`config.mk`:
```
export PLATFORM = sky130hd
export DESIGN_NAME = adc_group_seq
export DESIGN_NICKNAME = d
export VERILOG_FILES = /design/src/rtl/adc_seq_pkg.sv /design/src/rtl/adc_seq_clkdiv.sv /design/src/rtl/adc_seq_ctrl.sv /design/src/rtl/adc_seq_regbank.sv /design/src/rtl/adc_group_seq.sv
export SDC_FILE = /design/constraint.sdc
export NUM_CORES = 1
export LEC_CHECK = 0
export ABC_AREA = 1
export BUFFER_PORTS_ARGS = -buffer_cell sky130_fd_sc_hd__buf_2
export CORE_ASPECT_RATIO = 0.6
export CORE_MARGIN = 2
export CORE_UTILIZATION = 28
export CTS_BUF_LIST = sky130_fd_sc_hd__clkbuf_4 sky130_fd_sc_hd__clkbuf_8 sky130_fd_sc_hd__clkbuf_16
export DETAILED_ROUTE_END_ITERATION = 8
export HOLD_SLACK_MARGIN = 0.06
export SYNTH_ARGS = -nofsm -noshare
export SYNTH_HDL_FRONTEND = slang
export SYNTH_SLANG_ARGS = --single-unit
```
`constraint.sdc`:
```
create_clock -name clk -period 2.65 [get_ports clk]
set_input_delay 0.1325 -clock clk [delete_from_list [all_inputs] [get_ports clk]]
set_output_delay 0.1325 -clock clk [all_outputs]
set_load 0.02 [all_outputs]
```
`src/rtl/adc_seq_pkg.sv`:
```
`timescale 1ns/1ps
package adc_seq_pkg;

  typedef logic [1:0] div_code_t;
  typedef logic [2:0] ls_code_t;

  // sample length when no extension is selected
  localparam int unsigned BASE_SAMPLE_CLKS = 4;
  // conversion clocks beyond the result width
  localparam int unsigned CONV_EXTRA_CLKS  = 2;
  // longest sample length, used to size counters
  localparam int unsigned MAX_SAMPLE_CLKS  = 24;

  function automatic int unsigned sample_clocks(input ls_code_t code);
    case (code)
      3'd0:    return 24;
      3'd1:    return 16;
      3'd2:    return 10;
      3'd3:    return 6;
      default: return BASE_SAMPLE_CLKS;
    endcase
  endfunction

endpackage

```
`src/rtl/adc_seq_clkdiv.sv`:
```
`timescale 1ns/1ps
module adc_seq_clkdiv
  import adc_seq_pkg::*;
(
  input  logic      clk,
  input  logic      rst_n,
  input  logic      en,
  input  logic      restart,
  input  div_code_t div_code,
  output logic      tick
);
  logic [2:0] cnt_q, cnt_d, limit;

  always_comb begin
    case (div_code)
      2'd0:    limit = 3'd0;
      2'd1:    limit = 3'd1;
      2'd2:    limit = 3'd3;
      default: limit = 3'd7;
    endcase
  end

  assign tick = en && (cnt_q == limit);

  always_comb begin
    cnt_d = cnt_q;
    if (restart)  cnt_d = '0;
    else if (tick) cnt_d = '0;
    else if (en)  cnt_d = cnt_q + 3'd1;
  end

  always_ff @(posedge clk or negedge rst_n) begin
    if (!rst_n) cnt_q <= '0;
    else        cnt_q <= cnt_d;
  end
endmodule

```
`src/rtl/adc_seq_ctrl.sv`:
```
`timescale 1ns/1ps
module adc_seq_ctrl
  import adc_seq_pkg::*;
#(
  parameter int NGRP = 2,
  parameter int GW   = 1,
  parameter int DW   = 12,
  parameter int CW   = 6
) (
  input  logic          clk,
  input  logic          rst_n,
  input  logic          wr_en,
  input  logic [GW-1:0] wr_grp,
  input  logic          hw_en,
  input  logic          hw_trig,
  input  logic          cont_en,
  input  div_code_t     div_code,
  input  ls_code_t      ls_code,
  input  logic          tick,
  output logic          active,
  output logic [GW-1:0] cur_grp,
  output logic          start,
  output logic          fin_done,
  output logic          done_pulse,
  output logic [GW-1:0] done_grp,
  output div_code_t     div_q
);
  logic          act_q, act_d;
  logic [GW-1:0] grp_q, grp_d, ptr_q, ptr_d, dgrp_q, dgrp_d;
  logic [CW-1:0] ccnt_q, ccnt_d, tot_q, tot_d;
  div_code_t     div_d;
  logic          dp_q;
  logic          sw_start, hw_start, abort_w, fin, cont_start;
  logic [GW-1:0] start_grp;

  assign sw_start   = !hw_en && wr_en && (wr_grp == '0);
  assign hw_start   = hw_en && hw_trig && !act_q;
  assign abort_w    = act_q && wr_en && (wr_grp == grp_q) && !sw_start;
  assign fin        = act_q && tick && (ccnt_q == tot_q - CW'(1));
  assign fin_done   = fin && !abort_w && !sw_start;
  assign cont_start = fin_done && cont_en;
  assign start      = sw_start || hw_start || cont_start;

  always_comb begin
    if (sw_start)      start_grp = '0;
    else if (hw_start) start_grp = ptr_q;
    else               start_grp = grp_q;
  end

  always_comb begin
    act_d  = act_q;
    grp_d  = grp_q;
    ptr_d  = ptr_q;
    ccnt_d = ccnt_q;
    tot_d  = tot_q;
    div_d  = div_q;
    dgrp_d = dgrp_q;
    if (start) begin
      act_d  = 1'b1;
      grp_d  = start_grp;
      ccnt_d = '0;
      tot_d  = CW'(sample_clocks(ls_code) + DW + CONV_EXTRA_CLKS);
      div_d  = div_code;
    end else begin
      if (abort_w || fin_done) act_d = 1'b0;
      if (tick)                ccnt_d = ccnt_q + CW'(1);
    end
    if (hw_start)
      ptr_d = (ptr_q == GW'(NGRP-1)) ? '0 : ptr_q + GW'(1);
    if (fin_done)
      dgrp_d = grp_q;
  end

  always_ff @(posedge clk or negedge rst_n) begin
    if (!rst_n) begin
      act_q  <= 1'b0;
      grp_q  <= '0;
      ptr_q  <= '0;
      ccnt_q <= '0;
      tot_q  <= '0;
      div_q  <= '0;
      dgrp_q <= '0;
      dp_q   <= 1'b0;
    end else begin
      act_q  <= act_d;
      grp_q  <= grp_d;
      ptr_q  <= ptr_d;
      ccnt_q <= ccnt_d;
      tot_q  <= tot_d;
      div_q  <= div_d;
      dgrp_q <= dgrp_d;
      dp_q   <= fin_done;
    end
  end

  assign active     = act_q;
  assign cur_grp    = grp_q;
  assign done_pulse = dp_q;
  assign done_grp   = dgrp_q;
endmodule

```
`src/rtl/adc_seq_regbank.sv`:
```
`timescale 1ns/1ps
module adc_seq_regbank #(
  parameter int NGRP = 2,
  parameter int GW   = 1,
  parameter int CHW  = 5,
  parameter int DW   = 12
) (
  input  logic            clk,
  input  logic            rst_n,
  input  logic            wr_en,
  input  logic [GW-1:0]   wr_grp,
  input  logic [CHW-1:0]  wr_ch,
  input  logic            wr_ie,
  input  logic            rd_en,
  input  logic [GW-1:0]   rd_grp,
  input  logic            set_en,
  input  logic [GW-1:0]   set_grp,
  input  logic [DW-1:0]   smp_data,
  input  logic [GW-1:0]   sel_grp,
  input  logic [GW-1:0]   dsel_grp,
  output logic [CHW-1:0]  sel_ch,
  output logic [DW-1:0]   rd_data,
  output logic [DW-1:0]   done_data,
  output logic [NGRP-1:0] flags,
  output logic [NGRP-1:0] ie_vec,
  output logic            irq
);
  logic [NGRP-1:0][CHW-1:0] ch_all;
  logic [NGRP-1:0][DW-1:0]  res_all;

  for (genvar g = 0; g < NGRP; g++) begin : g_grp
    logic [CHW-1:0] ch_q, ch_d;
    logic           ie_q, ie_d, fl_q, fl_d;
    logic [DW-1:0]  res_q, res_d;
    logic           hit_wr, hit_rd, hit_set;

    assign hit_wr  = wr_en  && (wr_grp  == GW'(g));
    assign hit_rd  = rd_en  && (rd_grp  == GW'(g));
    assign hit_set = set_en && (set_grp == GW'(g));

    always_comb begin
      ch_d  = ch_q;
      ie_d  = ie_q;
      fl_d  = fl_q;
      res_d = res_q;
      if (hit_wr) begin
        ch_d = wr_ch;
        ie_d = wr_ie;
        fl_d = 1'b0;
      end
      if (hit_rd) fl_d = 1'b0;
      if (hit_set) begin
        fl_d  = 1'b1;
        res_d = smp_data;
      end
    end

    always_ff @(posedge clk or negedge rst_n) begin
      if (!rst_n) begin
        ch_q  <= '0;
        ie_q  <= 1'b0;
        fl_q  <= 1'b0;
        res_q <= '0;
      end else begin
        ch_q  <= ch_d;
        ie_q  <= ie_d;
        fl_q  <= fl_d;
        res_q <= res_d;
      end
    end

    assign ch_all[g]  = ch_q;
    assign res_all[g] = res_q;
    assign flags[g]   = fl_q;
    assign ie_vec[g]  = ie_q;
  end

  assign sel_ch    = ch_all[sel_grp];
  assign rd_data   = res_all[rd_grp];
  assign done_data = res_all[dsel_grp];
  assign irq       = |(flags & ie_vec);
endmodule

```
`src/rtl/adc_group_seq.sv`:
```
`timescale 1ns/1ps
module adc_group_seq
  import adc_seq_pkg::*;
#(
  parameter int NGRP = 2,
  parameter int GW   = (NGRP > 1) ? $clog2(NGRP) : 1,
  parameter int CHW  = 5,
  parameter int DW   = 12
) (
  input  logic            clk,
  input  logic            rst_n,
  input  logic            wr_en,
  input  logic [GW-1:0]   wr_grp,
  input  logic [CHW-1:0]  wr_ch,
  input  logic            wr_ie,
  input  logic            rd_en,
  input  logic [GW-1:0]   rd_grp,
  output logic [DW-1:0]   rd_data,
  input  logic            hw_en,
  input  logic            hw_trig,
  input  logic            cont_en,
  input  logic [1:0]      div_code,
  input  logic [2:0]      ls_code,
  input  logic [DW-1:0]   smp_data,
  output logic            active,
  output logic [CHW-1:0]  conv_ch,
  output logic            done_pulse,
  output logic [GW-1:0]   done_grp,
  output logic [DW-1:0]   done_data,
  output logic [NGRP-1:0] flags,
  output logic            irq
);
  localparam int CW = $clog2(MAX_SAMPLE_CLKS + DW + CONV_EXTRA_CLKS + 1);

  logic [1:0]      rsync_q;
  logic            rst_q_n;
  logic            tick, start, fin_done;
  logic [GW-1:0]   cur_grp;
  div_code_t       div_q;
  logic [NGRP-1:0] ie_vec;

  always_ff @(posedge clk or negedge rst_n) begin
    if (!rst_n) rsync_q <= '0;
    else        rsync_q <= {rsync_q[0], 1'b1};
  end
  assign rst_q_n = rsync_q[1];

  adc_seq_clkdiv u_div (
    .clk      (clk),
    .rst_n    (rst_q_n),
    .en       (active),
    .restart  (start),
    .div_code (div_q),
    .tick     (tick)
  );

  adc_seq_ctrl #(.NGRP(NGRP), .GW(GW), .DW(DW), .CW(CW)) u_ctrl (
    .clk        (clk),
    .rst_n      (rst_q_n),
    .wr_en      (wr_en),
    .wr_grp     (wr_grp),
    .hw_en      (hw_en),
    .hw_trig    (hw_trig),
    .cont_en    (cont_en),
    .div_code   (div_code),
    .ls_code    (ls_code),
    .tick       (tick),
    .active     (active),
    .cur_grp    (cur_grp),
    .start      (start),
    .fin_done   (fin_done),
    .done_pulse (done_pulse),
    .done_grp   (done_grp),
    .div_q      (div_q)
  );

  adc_seq_regbank #(.NGRP(NGRP), .GW(GW), .CHW(CHW), .DW(DW)) u_regs (
    .clk       (clk),
    .rst_n     (rst_q_n),
    .wr_en     (wr_en),
    .wr_grp    (wr_grp),
    .wr_ch     (wr_ch),
    .wr_ie     (wr_ie),
    .rd_en     (rd_en),
    .rd_grp    (rd_grp),
    .set_en    (fin_done),
    .set_grp   (cur_grp),
    .smp_data  (smp_data),
    .sel_grp   (cur_grp),
    .dsel_grp  (done_grp),
    .sel_ch    (conv_ch),
    .rd_data   (rd_data),
    .done_data (done_data),
    .flags     (flags),
    .ie_vec    (ie_vec),
    .irq       (irq)
  );
endmodule

```
**Yosys cells after proc, flatten, opt, wreduce, memory -nomap -nowiden**

Cells that the tools add are included.

- $add $sub $neg: 6
- $mul: 0
- Div/mod/pow operators: 0
- Magnitude comparators: 3
- Equality and inequality tests: 8
- Shifts and indexed selects: 0
- Mux-type cells: 25
- Bitwise logic cells: 4
- Reduce and logical (&&, ||, !) cells: 36

Operators with widths:

| kind | count |
|---|---|
| 12-bit two-way mux | 4 |
| 5-bit case mux with 4 select lines | 1 |
| 1-bit logical AND | 19 |
| 6-bit two-way mux | 3 |
| 1-bit two-way mux | 11 |
| 5-bit two-way mux | 2 |
| 3-bit two-way mux | 3 |
| 3-bit case mux with 3 select lines | 1 |
| 3-bit nonzero test | 3 |
| 6-bit by 1-bit adder with 6-bit output (second input constant) | 1 |
| 6-bit by 2-bit adder with 6-bit output (second input constant) | 1 |
| 6-bit by 4-bit adder with 6-bit output (second input constant) | 1 |
| 3-bit by 2-bit == test with 1-bit output (second input constant) | 2 |
| 6-bit == test | 1 |
| 1-bit by 2-bit less-than comparator with 1-bit output (second input constant) | 3 |
| 2-bit nonzero test | 3 |
| 6-bit by 1-bit subtractor with 6-bit output (second input constant) | 1 |
| 1-bit zero test | 4 |
| 3-bit by 1-bit adder with 3-bit output (second input constant) | 1 |
| 3-bit by 1-bit == test with 1-bit output (second input constant) | 1 |
| 3-bit == test | 1 |
| 3-bit zero test | 1 |
| 1-bit logical OR | 3 |
| 1-bit inverter | 3 |
| 8 further kinds | 8 |

- Register bits: 62
- Bits in latches: 0
- RAM bits: 0
- Bits in read-only memories: 0
- Input bits: 32
- Output and inout port bits: 35
- Logic and storage cells: 100
- Memories kept: 0

**Longest topological paths before layout**

Gate-level depths: netlist of run 1.

- Word-level depth: 13
- Gate-level depth with buffers: 16
- Depth with buffers taken out: 15

**By module**

Synthesis of run 1 repeated with hierarchy kept, for this count alone.

- Cell total of the unflattened synthesis: 414
- Area total of the unflattened synthesis: 3333.2 µm²

By module, submodules not included:

| module | times used | cells each | area each (µm²) | sequential area each (µm²) |
|---|---|---|---|---|
| adc_seq_regbank | 1 | 235 | 1959.4 | 950.9 |
| adc_seq_ctrl | 1 | 141 | 1086.0 | 450.4 |
| adc_seq_clkdiv | 1 | 35 | 234.0 | 75.1 |
| adc_group_seq | 1 | 3 | 53.8 | 50.0 |

**Worst setup path after synthesis of run 1**

OpenSTA, ideal clock, no wires.

- Path kind: register to register
- Start: reg u_ctrl.tot_q[1]
- End: reg u_regs.g_grp[1].res_q[10]
- Library setup time: 0.116 ns
- Data arrival time: 1.612 ns
- Data required time: 2.534 ns
- Slack: 0.921 ns
- Cell stages (with the launch flop): 14
- Buffers on the path: 1
- Clock period less this slack: 1.729 ns
- Path through: dfrtp_1 -> inv_1 -> ha_1 -> nand2_1 -> nand3_1 -> nor2_1 -> nand2_1 -> nor2_4 -> nand2_4 -> nor2_8 -> inv_4 -> buf_6 -> nand2_1 -> nand2_1

- Cells in the longest elaborated chain, start to end: 6

RTL lines:

| element | line | text |
|---|---|---|
| from (decl) | adc_seq_ctrl.sv:30 | `logic [CW-1:0] ccnt_q, ccnt_d, tot_q, tot_d;` |
| from (signal assigned) | adc_seq_ctrl.sv:89 | `tot_q <= tot_d;` |
| 6-bit by 1-bit subtractor with 6-bit output | adc_seq_ctrl.sv:39 | `assign fin = act_q && tick && (ccnt_q == tot_q - CW'(1));` |
| 6-bit == test | adc_seq_ctrl.sv:39 |  |
| 1-bit logical AND | adc_seq_ctrl.sv:39 |  |
| 1-bit logical AND (2 in series) | adc_seq_ctrl.sv:40 | `assign fin_done = fin && !abort_w && !sw_start;` |
| 1-bit logical AND | adc_seq_regbank.sv:39 | `assign hit_set = set_en && (set_grp == GW'(g));` |
| to (signal assigned) | adc_seq_regbank.sv:68 | `res_q <= res_d;` |
| to (decl) | adc_seq_regbank.sv:34 | `logic [DW-1:0] res_q, res_d;` |

No other way between the ends.
A chain may end at the register's enable or synchronous reset.

**Final worst setup path of run 1**

- Start: reg u_ctrl.tot_q[1]
- End: reg u_ctrl.div_q[0]

- Cells in the longest elaborated chain, start to end: 7

RTL lines:

| element | line | text |
|---|---|---|
| 6-bit by 1-bit subtractor with 6-bit output | adc_seq_ctrl.sv:39 |  |
| 6-bit == test | adc_seq_ctrl.sv:39 |  |
| 1-bit logical AND | adc_seq_ctrl.sv:39 |  |
| 1-bit logical AND (2 in series) | adc_seq_ctrl.sv:40 |  |
| 1-bit logical AND | adc_seq_ctrl.sv:41 | `assign cont_start = fin_done && cont_en;` |
| 1-bit logical OR | adc_seq_ctrl.sv:42 | `assign start = sw_start \|\| hw_start \|\| cont_start;` |
| to (signal assigned) | adc_seq_ctrl.sv:90 | `div_q <= div_d;` |
| to (decl) | adc_seq_ctrl.sv:26 | `output div_code_t div_q` |

No other way between the ends.

==> results.yml, run 1 <==
critical_path:
  arrival_ps: 2330
  endpoint_kind: "flip-flop"
  worstSetupStartpointType: "flip-flop"
  required_ps: 2920
  slowest_delay_ps: 400
  worst-setup-path-type: "reg2reg"
  cp_num_buf_inv: 3
  cp_cell_sequence: "inv_1 > ha_1 > inv_1 > nand2_1 > nand2_1 > nand2_1 > nand2_1 > inv_1 > nand2_1 > nor2_4 > nand3_2 > nand2_2 > nand2_1 > nand2_1"
  path_max_fanout: 15
  critical-path-top-delay-family: "simple AND/OR/NAND/NOR gates"
  cpMostUsedCell: "nand2_1"
  slowest_stage: "dfrtp_1"
pwr:
  power_frac_seq_pct: 35.6
  p_per_area_nw_per_um2: 941
  p_clk_share_pct: 31.5
  intPower_uw: 2410
  combPwrFrac_pct: 32.9
  power_uw: 3840
  p_sw_share_pct: 37.4
  power.leakage_uw: 0.00215
  switching_power_uw: 1440
  ir_drop_mv: 0.330
layout:
  nFillCells: 1145
  final_area_um2: 4090
  final_nets: 524
  final_cells: 636
  layout_common_cells: "nand2_1, buf_2, dfrtp_1"
  drive_above_1_share_pct: 21.7
  antenna_cells: 0
  syn2layout_area_growth_pct: 27.3
  multi_input_area_um2: 1370
  regArea_um2: 1530
  final_core_util_pct: 36.4
  final_common_cell: "nand2_1"
logic_synthesis:
  avgSynthCellArea_um2: 7.83
  syn-num-nets: 447
  synth_cells: 410
  netlist_area_um2: 3210
  synth_cell_types: 32
  seq_area_frac_synth_pct: 47.5
  ys_warn_count: 0
  synth_seq_cells: 61
clock_network:
  numCtsBuffers: 9
  clock-sinks: 61
  clockBufferDepth: 2
  cts-resized-gates: 0
  cts_tree: "yes"
  htreeDepth: 3
  root_buffer: "clkbuf_16"
  insertion_delay_ps: 330
  path_clk_slew_ps: 50
timing:
  slew_violations: 0
  worst_pin_slew_ps: 775
  final.period_utilization_pct: 78.0
  finClkSkew_ps: 5.13
  timing_hold_violations_final: 0
  post-route-min-period_ps: 2070
  fmax_ghz: 0.484
  timing.setup.tns_ps: 0
  rsz0062_at_grt: "no"
  setup_viol: 0
  timing.slew.headroom_pct: 48.3
place:
  dp_hpwl_um: 5400
  dp.cells: 605
  place_area_um2: 3620
  gp_congestion: 0.831
  port_buffers: 66
global_route:
  antenna_found_initial: 0
  grt_max_degree: 60
  grt-ovfl-total: 0
  grt_pass1_vias: 2659
  grt_pass1_wl_um: 12800
  grtUsageTotal_pct: 13.5
run_status:
  outcome: "complete, no violations"
floorplanning:
  die-area_um2: 12400
  rows: 30
  core_area_um2: 11200
  initial_core_util_pct: 28.6
  io-pin-count: 67
  die_w_um: 142
  die_y_um: 86.9
routing:
  drc: 0
  vias_per_cell: 4.37
  wirelength_um: 7650
  vias: 2782
  dr.pass1.iters: 7
  drtIter0Drc: 166
  antenna_left: 0
  post_drt_wl_per_cell_um: 12.0
job:
  drv_cap: 0
hold_path:
  hp-class: "in2reg"
[state kept, by name, summed over array words and instances, names as in the netlist]
register and count:
u_regs.g_grp.res_q 24, u_regs.g_grp.ch_q 10, u_ctrl.ccnt_q 6, u_ctrl.tot_q 5, u_div.cnt_q 3, rsync_q 2
u_ctrl.div_q 2, u_regs.g_grp.fl_q 2, u_regs.g_grp.ie_q 2, u_ctrl.active 1, u_ctrl.cur_grp 1, u_ctrl.done_grp 1
u_ctrl.done_pulse 1, u_ctrl.ptr_q 1
[area by class of cell]
type / instances / area share (%)
repair buffers: 83 / 12.1
clock buffers: 13 / 6.71
inverters: 50 / 4.72
multi-input cells: 282 / 33.6
well taps: 144 / 4.41
clock inverters: 3 / 1.04
flip-flops and latches: 61 / 37.4
[cell usage after synthesis (all sizes together)]
| cell | n | area share, % |
|---|---|---|
| dfrtp | 61 | 48 |
| clkbuf | 7 | 0.82 |
| nand3 | 22 | 4.0 |
| nand2 | 162 | 19 |
| nand3b | 1 | 0.23 |
| conb | 1 | 0.12 |
| nand4 | 8 | 1.6 |
| a22o | 1 | 0.27 |
| ha | 5 | 1.9 |
| a21oi | 3 | 0.47 |
| xnor2 | 2 | 0.55 |
| xor2 | 3 | 0.82 |
| inv | 50 | 6.0 |
| o21ai | 52 | 9.2 |
| o211ai | 1 | 0.23 |
| buf | 10 | 2.8 |
| nor3 | 3 | 0.47 |
| nor2 | 18 | 3.7 |
[logic make-up (layout without fill, tap and decap cells)]
| group | count (synthesis) | count (layout) | synth area share [%] |
|---|---|---|---|
| flip-flops | 61 | 61 | 47.5 |
| buffers and inverters | 67 | 149 | 9.66 |
| AO/OA/AOI/OAI | 57 | 57 | 10.1 |
| other | 1 | 1 | 0.117 |
| XOR/XNOR | 5 | 5 | 1.36 |
| adder cells (fa/ha/maj) | 5 | 5 | 1.95 |
| AND/OR/NAND/NOR | 214 | 214 | 29.2 |
[worst register-to-register path: cells and delay by family (launching register included)]
kind                       cells  cell delay [ps]
and+or+nand+nor               10             1210
DFF                            1              400
adders and majority gates      1              220
buffers and inverters          3              180
[metrics by stage]
step	worst slack [ps]	hold WS (ps)
global route	351	94.1
floorplan	826	-163
finish	582	76.3
detailed placement	622	-78.5
global placement	653	-79.4
CTS	606	71.4
[power by group through the flow]
| stage | clock, µW | sequential, µW | combinational, µW |
|---|---|---|---|
| 2_1_floorplan | 0 | 1310 | 969 |
| 3_3_place_gp | 0 | 1380 | 1230 |
| 3_5_place_dp | 0 | 1380 | 1260 |
| 4_1_cts | 1240 | 1370 | 1280 |
| 5_1_grt | 1280 | 1410 | 1440 |
| 6_report | 1210 | 1370 | 1260 |
[layer usage]
metal / share of wire [%] / global-route usage, % / up-vias / wire, µm
met5: 0 / 0 / - / 0
met3: 5.7 / 4.45 / 7 / 433
li1: - / - / 1439 / -
met4: 1.4 / 6.36 / 0 / 104
met1: 51 / 18.9 / 1273 / 3940
met2: 41 / 18.6 / 63 / 3180
[final timing paths]
kind / cells after the start / slack [ps] / end / from
min reg2reg: 0 / 350 / rsync_q[1] / rsync_q[0]
max: 14 / 580 / u_ctrl.div_q[0] / u_ctrl.tot_q[1]
min: 3 / 80 / u_regs.g_grp[0].ch_q[2] / wr_ch[2]
max reg2reg: 14 / 580 / u_ctrl.div_q[0] / u_ctrl.tot_q[1]
max in group asynchronous: 1 / 1740 / u_regs.g_grp[1].ch_q[4] / rsync_q[1]
min in group asynchronous: 2 / 110 / rsync_q[0] / rst_n
[timing repair]
action                                 in CTS  in global routing
endpoints found under the hold margin      28                  0
setup endpoints to repair                   0                  0
setup buffers                               0                  0
hold buffers                               15                  0
No activity file was read; power rests on OpenSTA's default activity.
==> run 2: changes to the inputs <==
Clock period 2.65 ns to 1.95 ns, I/O delays scaled along.
==> run 2 against run 1 <==
Net effect:
- register-to-register slack lost 520 ps
- non-clock buffer count up 20
- final area grew 8.0%
- critical path type unchanged
- largest power group is now combinational logic
- highest routed layer unchanged
==> results.yml, run 2 (synthesis gave the netlist of run 1 again) <==
global_route:
  antenna_found_initial: 0
  grt_pass1_vias: 2680
  grt_pass1_wl_um: 12900
  grtUsageTotal_pct: 13.6
  grt-ovfl-total: 0
  grt_max_degree: 44
routing:
  drc: 0
  vias_per_cell: 4.45
  dr.pass1.iters: 4
  post_drt_wl_per_cell_um: 12.8
  drtIter0Drc: 172
  wirelength_um: 8400
  vias: 2918
  antenna_left: 0
timing:
  slew_violations: 0
  post-route-min-period_ps: 1890
  finClkSkew_ps: 4.58
  setup_viol: 0
  rsz0062_at_grt: "yes"
  timing_hold_violations_final: 0
  fmax_ghz: 0.528
  final.period_utilization_pct: 97.1
  timing.setup.tns_ps: 0
layout:
  largest_register_ffs: 24
  regMostFlops: "u_regs.g_grp.res_q"
  syn2layout_area_growth_pct: 37.4
  nFillCells: 1128
  final_area_um2: 4410
  drive_above_1_share_pct: 27.0
  layout_common_cells: "nand2_1, buf_2, dfrtp_1"
  final_nets: 544
  final_common_cell: "nand2_1"
  reg_top3: "u_regs.g_grp.res_q: 24 flops, u_regs.g_grp.ch_q: 10 flops, u_ctrl.ccnt_q: 6 flops"
  antenna_cells: 0
place:
  place_area_um2: 3720
  port_buffers: 66
  dp_hpwl_um: 5750
  gp_congestion: 0.868
job:
  drv_cap: 0
critical_path:
  path_max_fanout: 6
  slowest_stage: "dfrtp_1"
  cp_cell_sequence: "inv_2 > ha_4 > inv_2 > nand2_2 > nand3_2 > nor2_2 > nand2_2 > nor2_4 > nand2_4 > nor2_8 > clkbuf_16 > nand2_4 > o21ai_2"
  required_ps: 2200
  endpoint_kind: "flip-flop"
  slowest_delay_ps: 400
  worstSetupStartpointType: "flip-flop"
  worst-setup-path-type: "reg2reg"
  arrival_ps: 2150
clock_network:
  root_buffer: "clkbuf_16"
  numCtsBuffers: 9
  clockBufferDepth: 2
  clock-sinks: 61
  cts_tree: "yes"
  htreeDepth: 3
  insertion_delay_ps: 330
  path_clk_slew_ps: 50
floorplanning:
  core_area_um2: 11200
  rows: 30
  die_y_um: 86.9
  initial_core_util_pct: 28.6
  die-area_um2: 12400
  io-pin-count: 67
  die_w_um: 142
run_status:
  outcome: "complete, no violations"
pwr:
  p_per_area_nw_per_um2: 1240
  power.leakage_uw: 0.00231
  ir_drop_mv: 0.370
hold_path:
  hp-class: "in2async"
run 2: timing repair:
action,in CTS,in global routing
gates resized for setup,1,28
hold buffers,22,0
pin swaps,0,8
cloned,0,3
endpoints found under the hold margin,40,0
buffers inserted,0,2
endpoints found under the setup margin,1,35
run 2: final timing paths:
kind | start | end | slack [ps] | depth (start not counted)
worst max-delay path | u_ctrl.tot_q[1] | u_regs.g_grp[0].res_q[6] | 60 | 13
worst min-delay path | rst_n | rsync_q[0] | 80 | 2
worst max register to register | u_ctrl.tot_q[1] | u_regs.g_grp[0].res_q[6] | 60 | 13
worst min register to register | rsync_q[1] | u_ctrl.tot_q[4] | 200 | 0
max in group asynchronous | rsync_q[1] | u_regs.g_grp[1].ch_q[3] | 1170 | 1
min in group clk | hw_trig | u_ctrl.ptr_q | 80 | 3
run 2: cell type report:
cell class / instances / area [µm²] / area share, %
clock inverter: 5 / 75.1 / 1.70
clock buffer: 11 / 240 / 5.45
inverter: 50 / 193 / 4.37
timing repair buffer: 103 / 739 / 16.8
tap: 144 / 180 / 4.08
multi-input combinational: 282 / 1460 / 33.0
sequential: 61 / 1530 / 34.6
run 2: worst max-delay path: cells and delay by family (launching register included):
family | cells | cell delay, ps
and+or+nand+nor | 8 | 800
DFF | 1 | 400
buffers and inverters | 3 | 310
AOI/OAI and AO/OA | 1 | 50
adders and majority gates | 1 | 270
run 2: per-stage QoR:
stage          std cells  hold slack, ps  worst slack (ps)  power, µW  utilization [%]
6_report             656            77.3              57.3       5460             39.3
3_5_place_dp         613            -111              14.7       3670             33.1
4_1_cts              651            62.0              77.7       5440             37.9
3_3_place_gp         613            -112              45.7       3620             33.1
5_1_grt              656            68.7             -55.3       5810             39.3
2_1_floorplan        410            -198               126       3100                -
run 2: report_power, final:
group          internal, µW  switching, µW  leakage (µW)  total (µW)
Combinational           721           1250       0.00141        1970
Clock                  1140            551      0.000160        1690
Sequential             1550            258      0.000747        1810
Total                  3410           2050       0.00231        5460
run 2: layer usage:
metal	track usage, %	wire length [µm]	share of wire, %
met1	19.0	4140	49
met2	19.1	3540	42
met3	4.62	556	6.6
met4	5.82	164	2.0
met5	0	0	0
==> run 3: changes to the inputs <==
Settings changed: ABC_AREA 1 to unset, CORE_UTILIZATION 28 to 40, SLEW_MARGIN set to 15.
==> run 3 against run 2 <==
Net effect:
- the flow now finishes with violations (setup timing)
- utilization increased by 20 points
- first-iteration DRC count decreased by 38%
- area after synthesis decreased by 1.6%
- highest routed layer unchanged
- critical path depth decreased by 4
==> results.yml, run 3 <==
layout:
  antenna_cells: 0
  final_core_util_pct: 58.8
  reg_top3: "u_regs.g_grp.res_q: 24 flops, u_regs.g_grp.ch_q: 10 flops, u_ctrl.ccnt_q: 6 flops"
  final_nets: 428
  final_cells: 504
  regArea_um2: 1530
  final_common_cell: "buf_2"
  regMostFlops: "u_regs.g_grp.res_q"
  layout_common_cells: "buf_2, dfrtp_1, mux2_2"
  multi_input_area_um2: 1610
  drive_above_1_share_pct: 53.5
  syn2layout_area_growth_pct: 44.4
  largest_register_ffs: 24
  final_area_um2: 4560
  nFillCells: 671
clock_network:
  path_clk_slew_ps: 50
  clock-sinks: 61
  cts_tree: "yes"
  clockBufferDepth: 2
  htreeDepth: 3
  insertion_delay_ps: 330
  root_buffer: "clkbuf_16"
  numCtsBuffers: 9
critical_path:
  endpoint_kind: "flip-flop"
  cp_cell_sequence: "inv_2 > ha_4 > xor2_1 > o2111ai_1 > nor3_2 > o21ai_2 > or3_4 > buf_12 > mux2_4"
  cp_num_buf_inv: 2
  worstSetupStartpointType: "flip-flop"
  path_max_fanout: 13
  critical-path-top-delay-family: "simple AND/OR/NAND/NOR gates"
  slowest_delay_ps: 360
  required_ps: 2160
  slowest_stage: "dfrtp_1"
  worst-setup-path-type: "reg2reg"
  rrSetupSlack_ps: -240
  arrival_ps: 2400
floorplanning:
  die_w_um: 119
  die_y_um: 72.9
  initial_core_util_pct: 40.7
  io-pin-count: 67
  core_area_um2: 7760
  rows: 25
  die-area_um2: 8650
logic_synthesis:
  yosysTopAreaCellShare_pct: 48.3
  synth_cells: 261
  synth_area_leaders: "dfrtp_1, mux2_2, mux2_4"
  synth_cell_types: 51
  synth_largest_area_cell: "dfrtp_1"
  avgSynthCellArea_um2: 12.1
  seq_area_frac_synth_pct: 48.3
  ys_warn_count: 0
  synth_seq_cells: 61
  synth_edf_count: 0
  synthMostInstantiatedCell: "dfrtp_1"
  netlist_area_um2: 3160
  syn-num-nets: 298
  synthFlopType: "dfrtp_1"
  synthArstFlopShare_pct: 100
  synth_common_cells: "dfrtp_1, mux2_2, nand2_1"
timing:
  final.period_utilization_pct: 112
  fmax_ghz: 0.457
  finClkSkew_ps: 5.68
  setup_viol: 32
  slew_violations: 0
  post-route-min-period_ps: 2190
  timing_hold_violations_final: 0
  finalWorstSetupSlack_ps: -238
  worst_pin_slew_ps: 600
  timing.slew.headroom_pct: 60.0
  rsz0062_at_grt: "yes"
global_route:
  grtUsageTotal_pct: 18.2
  grt_pass1_vias: 2443
  grt_max_degree: 60
  grt_pass1_wl_um: 12000
  antenna_found_initial: 0
  grt-ovfl-total: 0
pwr:
  power_uw: 5420
  p_per_area_nw_per_um2: 1190
  power.leakage_uw: 0.00237
  ir_drop_mv: 0.499
place:
  dp.cells: 461
  port_buffers: 66
  dp_hpwl_um: 4930
  place_area_um2: 3860
  gp_congestion: 0.757
routing:
  dr.pass1.iters: 4
  vias: 2367
  post_drt_wl_per_cell_um: 14.2
  wirelength_um: 7170
  drtIter0Drc: 106
  antenna_left: 0
  drc: 0
  vias_per_cell: 4.70
hold_path:
  hp-class: "in2async"
run_status:
  violations: "setup timing"
  outcome: "complete, but fails checks"
job:
  drv_cap: 0
-- run 3: power by group --
part | internal (µW) | leakage (µW) | total, µW | switching [µW]
clock network | 1370 | 0.000175 | 1930 | 559
registers | 1500 | 0.000789 | 1700 | 194
logic | 953 | 0.00141 | 1800 | 845
-- run 3: worst reg2reg max path, stage by stage (launching register included) --
cell	delay, ps
dfrtp_1	360
inv_2	60
ha_4	250
xor2_1	140
o2111ai_1	120
nor3_2	200
o21ai_2	120
or3_4	350
buf_12	160
mux2_4	300
-- run 3: cell families after synthesis --
group                    after synthesis  share of synthesized area, %
AO/OA/AOI/OAI                         27                          5.82
multiplexers                          66                          25.5
adder cells (fa/ha/maj)                5                          1.98
flip-flops                            61                          48.3
other                                  1                         0.119
buffers and inverters                 19                          3.60
XOR/XNOR                              11                          3.05
AND/OR/NAND/NOR                       71                          11.7
-- run 3: cell type report --
| class | count | share of cell area, % |
|---|---|---|
| Clock inverter | 7 | 3.02 |
| Tap cell | 108 | 2.96 |
| Inverter | 9 | 0.740 |
| Timing Repair Buffer | 128 | 19.6 |
| Sequential cell | 61 | 33.5 |
| Multi-Input combinational cell | 182 | 35.2 |
| Clock buffer | 9 | 4.93 |
-- run 3: layer usage --
layer / GRT usage [%] / up-vias / share of wire (%)
met5: 0 / - / 0
met1: 25.8 / 1137 / 51
met3: 6.64 / 10 / 5.2
met4: 5.16 / 0 / 1.1
met2: 26.1 / 51 / 42
li1: - / 1169 / -
-- run 3: final timing paths --
path	startpoint	to	cells after the start
max in group asynchronous	rsync_q[1]	u_ctrl.div_q[1]	1
min in group clk	ls_code[2]	u_ctrl.tot_q[1]	3
setup reg to reg	u_ctrl.tot_q[1]	u_regs.g_grp[0].res_q[5]	9
setup / recovery	u_ctrl.tot_q[1]	u_regs.g_grp[0].res_q[5]	9
hold / removal	rst_n	rsync_q[1]	2
hold reg to reg	rsync_q[1]	u_ctrl.done_pulse	1
-- run 3: what timing repair did --
action                     CTS  global route
buffers inserted             4             2
resized for setup           13            13
hold endpoints to repair    41             0
hold buffers                22             0
gates cloned                 1             0
setup endpoints to repair   35            42
pin swaps                    5             5
-- run 3: per-stage QoR --
stage | hold slack (ps) | worst slack (ps) | TNS [ps]
floorplan | -198 | -287 | -6220
global placement | -116 | -205 | -5820
detailed placement | -116 | -261 | -6970
CTS | 63.1 | -239 | -6270
global route | 76.7 | -333 | -9840
finish | 69.6 | -238 | -6260
